$ cat src/rtl/stgcam.sv
module stgcam #(
  parameter int W      = 8,
  parameter int DEPTH  = 16,
  parameter int STAGES = 4
) (
  input  logic                     clk,
  input  logic                     rst_n,
  input  logic                     wr_en,
  input  logic [$clog2(DEPTH)-1:0] wr_addr,
  input  logic [W-1:0]             wr_data,
  input  logic                     wr_valid,
  input  logic                     srch_en,
  input  logic [W-1:0]             srch_key,
  output logic                     res_vld,
  output logic                     res_hit,
  output logic [$clog2(DEPTH)-1:0] res_addr,
  output logic [STAGES-1:0]        stage_act
);
  localparam int PER = DEPTH / STAGES;
  localparam int AW  = $clog2(DEPTH);

  logic [W-1:0]      mem [DEPTH];
  logic [DEPTH-1:0]  ent_v;
  logic [STAGES-1:0] act, vld, hit, mt_any, hit_o;
  logic [W-1:0]      key   [STAGES];
  logic [AW-1:0]     adr   [STAGES];
  logic [AW-1:0]     mt_adr[STAGES];
  logic [AW-1:0]     adr_o [STAGES];

  always_ff @(posedge clk or negedge rst_n)
    if (!rst_n)     ent_v <= '0;
    else if (wr_en) ent_v[wr_addr] <= wr_valid;

  always_ff @(posedge clk)
    if (wr_en) mem[wr_addr] <= wr_data;

  for (genvar s = 0; s < STAGES; s++) begin : g_stage
    logic          m;
    logic [AW-1:0] ma;
    always_comb begin
      m  = 1'b0;
      ma = '0;
      for (int j = PER - 1; j >= 0; j--)
        if (act[s] && ent_v[s*PER+j] && mem[s*PER+j] == key[s]) begin
          m  = 1'b1;
          ma = AW'(s*PER + j);
        end
    end
    assign mt_any[s] = m;
    assign mt_adr[s] = ma;
    assign hit_o[s]  = hit[s] | m;
    assign adr_o[s]  = hit[s] ? adr[s] : ma;

    if (s > 0) begin : g_chk

      chain_chk: assert property (@(posedge clk) disable iff (!rst_n)
        act[s] |-> $past(act[s-1]));

      gate_chk: assert property (@(posedge clk) disable iff (!rst_n)
        (act[s-1] && mt_any[s-1]) |=> !act[s]);
    end
  end

  always_ff @(posedge clk or negedge rst_n)
    if (!rst_n) begin
      act <= '0; vld <= '0; hit <= '0;
      for (int s = 0; s < STAGES; s++) begin
        key[s] <= '0;
        adr[s] <= '0;
      end
      res_vld  <= 1'b0;
      res_hit  <= 1'b0;
      res_addr <= '0;
    end else begin
      act[0] <= srch_en;
      vld[0] <= srch_en;
      hit[0] <= 1'b0;
      adr[0] <= '0;
      if (srch_en) key[0] <= srch_key;
      for (int s = 1; s < STAGES; s++) begin
        act[s] <= vld[s-1] & ~hit_o[s-1];
        vld[s] <= vld[s-1];
        hit[s] <= hit_o[s-1];
        adr[s] <= adr_o[s-1];
        if (vld[s-1] && !hit_o[s-1]) key[s] <= key[s-1];
      end
      res_vld  <= vld[STAGES-1];
      res_hit  <= vld[STAGES-1] & hit_o[STAGES-1];
      res_addr <= vld[STAGES-1] ? adr_o[STAGES-1] : '0;
    end

  assign stage_act = act;


  entry_chk: assert property (@(posedge clk) disable iff (!rst_n)
    srch_en |=> stage_act[0]);

  drain_chk: assert property (@(posedge clk) disable iff (!rst_n)
    vld[STAGES-1] |=> res_vld);

  hitvld_chk: assert property (@(posedge clk) disable iff (!rst_n)
    res_hit |-> res_vld);

  missaddr_chk: assert property (@(posedge clk) disable iff (!rst_n)
    !res_hit |-> res_addr == '0);
endmodule

$ cat config.mk
export PLATFORM = sky130hd
export DESIGN_NAME = stgcam
export DESIGN_NICKNAME = d
export VERILOG_FILES = /design/src/rtl/stgcam.sv
export SDC_FILE = /design/constraint.sdc
export NUM_CORES = 1
export LEC_CHECK = 0
export ABC_CLOCK_PERIOD_IN_PS = 2300
export CORE_ASPECT_RATIO = 0.75
export CORE_MARGIN = 5
export CORE_UTILIZATION = 50
export CTS_BUF_LIST = sky130_fd_sc_hd__clkbuf_2
export CTS_CLUSTER_DIAMETER = 30
export CTS_CLUSTER_SIZE = 8
export DETAILED_ROUTE_END_ITERATION = 10
export PLACE_DENSITY = 0.68
export SLEW_MARGIN = 0
export SYNTH_ARGS = -nofsm -noshare
export SYNTH_HDL_FRONTEND = slang
export SYNTH_SLANG_ARGS = --single-unit
$ cat constraint.sdc
create_clock -name clk -period 2.3 [get_ports clk]
set_input_delay 0.345 -clock clk [delete_from_list [all_inputs] [get_ports clk]]
set_output_delay 0.345 -clock clk [all_outputs]
set_load 0.03 [all_outputs]
; Word-level counts from Yosys, hierarchy flattened
; Memories as Yosys holds them, arrays and structs flattened.
; Index checks and enable logic that the tools add are counted.
[word_totals]
n_memories = 1
output_inout_bits = 10
ff_bits = 77
inputBits = 25
ram_bits = 128
[mem_list]
columns = memory, depth, width, rd, rd_clocked_by_memory_dff, wr, line_no
row1 = mem, 16, 8, 16, 0, 1, 22  ; logic [W-1:0] mem [DEPTH];
[classes]
n_reduce_logical = 39
muxes = 41
n_eq_ne = 16
magnitude_cmp = 2
bitwise = 10
[op_table]
columns = op, n
row1 = equality test 8 bit, 16
row2 = 2-to-1 mux 4 bit, 18
row3 = logical AND 1 bit, 36
row4 = 2-to-1 mux 1 bit, 19
row5 = bitwise mux 16 bit, 1
row6 = less-than comparator 4 x 5 -> 1 bit (second input constant), 1
row7 = bitwise AND 1 bit, 4
row8 = demux 1 bit (select 4 bit), 1
row9 = greater-or-equal comparator 4 x 1 -> 1 bit (second input constant), 1
row10 = zero test 1 bit, 3
row11 = 2-to-1 mux 3 bit, 1
row12 = NOT 1 bit, 3
row13 = bitwise OR 1 bit, 3
row14 = 2-to-1 mux 2 bit, 1

; Logic depth before layout (Yosys ltp)
; An unclocked memory read counts as a cell.
[depth]
ltp_word = 10
ltp_mapped = 8
ltp_nobuf = 6

; Worst setup path after synthesis
; Ideal clock, no wire load.
[synth_path]
path_type = input to register
start = input port wr_addr[2]
end = register ent_v[0]
slack_ns = 0.249
cell_stages = 3
t_arrival_ns = 1.926
setup_ns = 0.125
path_cell_list = or3b_2 -> nor3_1 -> mux2_2
[synth_via]
elab_chain_len = 5
elab_cells_between_ends = 6
cone_classes = 2 x order compare / 3 x mux / 1 x reduce/logical
[synth_rtl]
columns = element, line_no
row1 = "start, declared", 9  ; input logic [$clog2(DEPTH)-1:0] wr_addr,
row2 = less-than comparator 4 x 5 -> 1 bit (not written as such) or greater-or-equal comparator 4 x 1 -> 1 bit (tied branches), 32  ; else if (wr_en) ent_v[wr_addr] <= wr_valid;
row3 = logical AND 1 bit (not written as such), 32
row4 = 2-to-1 mux 1 bit (not written as such), 32
row5 = demux 1 bit (select 4 bit) *, 32
row6 = bitwise mux 16 bit *, 32
row7 = "end signal, assigned by index", 32
row8 = "end, declared", 23  ; logic [DEPTH-1:0] ent_v;
; Mark *: on every way between the ends. The rest lies on a longest branch, timed or not.
; A chain may end at the register's enable or synchronous reset.

; Worst setup path after layout
[layout_path]
start = register key[28] in the netlist's numbering
end = register key[20] in the netlist's numbering
[layout_via]
elab_chain_len = 8
elab_cells_between_ends = 14
cone_classes = 4 x eq/ne / 4 x mux / 6 x reduce/logical
[layout_rtl]
columns = element, line_no
row1 = "start, declared", 25  ; logic [W-1:0] key [STAGES];
row2 = "start signal, assigned by index", 85  ; if (vld[s-1] && !hit_o[s-1]) key[s] <= key[s-1];
row3 = equality test 8 bit, 44  ; if (act[s] && ent_v[s*PER+j] && mem[s*PER+j] == key[s]) begin
row4 = logical AND 1 bit, 44
row5 = 2-to-1 mux 1 bit (4 in a row), 44
row6 = zero test 1 bit, 85
row7 = logical AND 1 bit, 85
; Parallel ways exist; a longest one is shown, timed or not.

==> run_results.csv <==
group,metric,value,unit
status,status,"finished, final reports clean",
floorplanning,die_area,0.01934,mm²
logic_synthesis,synth_ff_type,"edfxtp_1",
placement,place_area,0.009101,mm²
floorplanning,start_util,51.46,%
detailed_routing,ant_nets,0,
sta,tightest_slew,0.5475,ns
sta,slew_viol_final,0,
critical_path,rr_startpoint,"key[28]",
logic_synthesis,ys_ff_latch,201,
detailed_routing,wl_per_cell,21.06,µm
critical_path,cp-end-kind,"register",
detailed_routing,drt_iter0_drc,344,
logic_synthesis,synthTopCellsByArea,"edfxtp_1 (46%), dfrtp_1 (22%), xor2_1 (8.2%)",
floorplanning,num_io_pins,35,
critical_path,path_buf_inv,1,
critical_path,crit_chain,"xnor2_1 > nand3_1 > nor3_1 > buf_4 > nor2_1 > nand3_2 > mux2_2",
logic_synthesis,synth_edf_count,128,
grt,grt_overflow_total,0,
layout,finalInstanceArea,0.009533,mm²
logic_synthesis,syn_area_per_cell,14.96,µm²
grt,grt_max_degree,39,
grt,antenna_found_initial,0,
logic_synthesis,synthArstFlopShare,36.32,%
floorplanning,die_width,158.9,µm
critical_path,critPathMaxFanout,9,
clock_network,cts_max_path_buffers,3,
logic_synthesis,yosysTopAreaCell,"edfxtp_1",
critical_path,crit_path_start_kind,"register",
logic_synthesis,synth_top_area_share,46.21,%
detailed_routing,drc_errors,0,
sta,maxSlewHeadroom,63.50,%
power_and_ir_drop,p_leak,3.656,nW
logic_synthesis,yosysSeqAreaShare,68.17,%
placement,place_congestion,0.8120,
critical_path,r2r_cells,7,
grt,grt_usage,19.22,%
power_and_ir_drop,max-vdd-ir-drop,0.3771,mV
detailed_routing,vias_per_cell,5.325,
layout,fillCellCount,1275,
layout,multiInputGateArea,0.002434,mm²
power_and_ir_drop,p_per_area,795.0,mW/mm²
sta,layout_worst_path_cycle_share,96.69,%
clock_network,cts_setup_buffers,0,
floorplanning,core_area,0.01617,mm²
layout,layout.nets,659,
critical_path,cp_data_required_time,2.84,ns
logic_synthesis,ys_types,39,
layout,layout-drive-gt1-share,24.62,%
layout,insertedDiodeCount,0,
sta,fin_crit,2.224,ns
clock_network,clockRootBuffer,"clkbuf_2",
run,drv_cap,0,
placement,port_buffers,34,
critical_path,crit_path_max_incr_delay,0.61,ns
layout,regArea,0.005674,mm²
clock_network,cts_tree,"yes",
logic_synthesis,syn_area,0.008318,mm²
placement,dp_hpwl,12.01,mm
clock_network,h-tree-depth,2,
grt,grt_pass1_wl,28.32,mm
detailed_routing,drt_pre_antenna_iters,5,
critical_path,r2r_slack,0.08,ns
critical_path,critical_path_class,"register to register",
critical_path,cp_slowest_cell,"dfrtp_1",
power_and_ir_drop,power,7.579,mW
logic_synthesis,synth_warnings,0,
critical_path,cp_data_arrival_time,2.77,ns
clock_network,clock_latency,0.73,ns
logic_synthesis,syn_inst,556,
floorplanning,chipHeight,121.7,µm
sta,hold_viol_final,0,
critical_path,worstReg2RegEnd,"key[20]",
logic_synthesis,synth_nets,581,
detailed_routing,vias,4643,
floorplanning,rows,40,
sta,fin_skew,0.1043,ns
detailed_routing,wirelength,18.37,mm
min_path,hold_class,"input port to async pin",
clock_network,clkTransAtPathRegs,0.17,ns
clock_network,cts.sinks,201,
layout,syn2layout_area_growth,14.61,%
clock_network,cts_made_buffers,37,
sta,setup_viol,0,
grt,first_global_vias,4840,
layout,layout_commonest_cell,"edfxtp_1",
sta,fmax,449.7,MHz
layout,mostFrequentLayoutCells,"edfxtp_1 (128), xor2_1 (78), dfrtp_1 (70)",
critical_path,cp_top_family,"simple AND/OR/NAND/NOR gates",
==> layout make-up <==
class	count	area share, %
clock buffers	51	2.678
clock inverters	16	1.654
inverters	7	0.2756
multi-input cells	312	25.53
flip-flops and latches	201	59.52
well taps	210	2.756
repair buffers	75	7.586
==> cells in the mapped netlist (all sizes together), types with 2 or more instances <==
master,number
o21ai,6
and2,3
xor2,78
a21oi,3
clkbuf,10
inv,7
dfrtp,73
buf,26
nand3,25
nand2b,4
xnor2,50
and3,10
nand2,13
a21boi,2
nand3b,3
o31ai,3
nor4,13
mux2,48
nand4,5
nor3,19
edfxtp,128
nor2b,3
nor2,14
==> registers in the layout, summed over array words and instances, names as in the netlist <==
name and flops:
mem 128, key 32, ent_v 16, adr 9
res_addr 4, vld 4, hit 3, stage_act 3
res_hit 1, res_vld 1
==> timing repair <==
item,4_1_cts,5_1_grt
setup endpoints to repair,2,15
hold endpoints to repair,38,0
gates resized for setup,2,5
hold buffers,1,0
==> power by group <==
part,switching (mW),internal [mW],leakage [nW]
sequential,0.341,4.07,2.06
clock,1.32,0.960,0.290
combinational,0.391,0.501,1.31
total,2.05,5.53,3.66
==> worst max path at each step <==
stage	cells past startpoint	to	slack [ns]	from
2_1_floorplan	3	ent_v[0]	0.25	wr_addr[2]
3_3_place_gp	7	key[3]	0.14	key[14]
3_5_place_dp	7	key[6]	0.11	key[14]
4_1_cts	1	stage_act[3]	0.02	stage_act[3]
5_1_grt	7	key[11]	-0.003	key[18]
6_report	7	key[20]	0.08	key[28]
==> layer usage <==
| layer | GRT usage, % | wire length [µm] | up-vias |
|---|---|---|---|
| met5 | 0 | 0 | - |
| met4 | 4.369 | 258 | 0 |
| met3 | 4.160 | 1055 | 33 |
| met2 | 29.82 | 8340 | 135 |
| met1 | 28.18 | 8711 | 2338 |
| li1 | - | - | 2137 |
==> cells by family after synthesis <==
| family | after synthesis | synth area share (%) |
|---|---|---|
| compound gates | 17 | 1.279 |
| xor+xnor | 128 | 13.48 |
| buf+inv | 43 | 2.632 |
| simple gates | 119 | 7.942 |
| flops | 201 | 68.17 |
| mux | 48 | 6.498 |
==> metrics by stage <==
stage | instances | setup TNS (ns) | worst slack (ns) | hold slack, ns | utilization (%)
2_1_floorplan | 556 | 0 | 0.2492 | 0.04941 | -
3_3_place_gp | 804 | 0 | 0.1399 | 0.3721 | 56.30
3_5_place_dp | 804 | 0 | 0.1053 | 0.3747 | 56.30
4_1_cts | 872 | 0 | 0.01839 | 0.09037 | 58.90
5_1_grt | 872 | -0.005086 | -0.003154 | 0.1410 | 58.97
6_report | 872 | 0 | 0.07623 | 0.1280 | 58.97
Note: power is estimated with default switching activity, not from simulation.
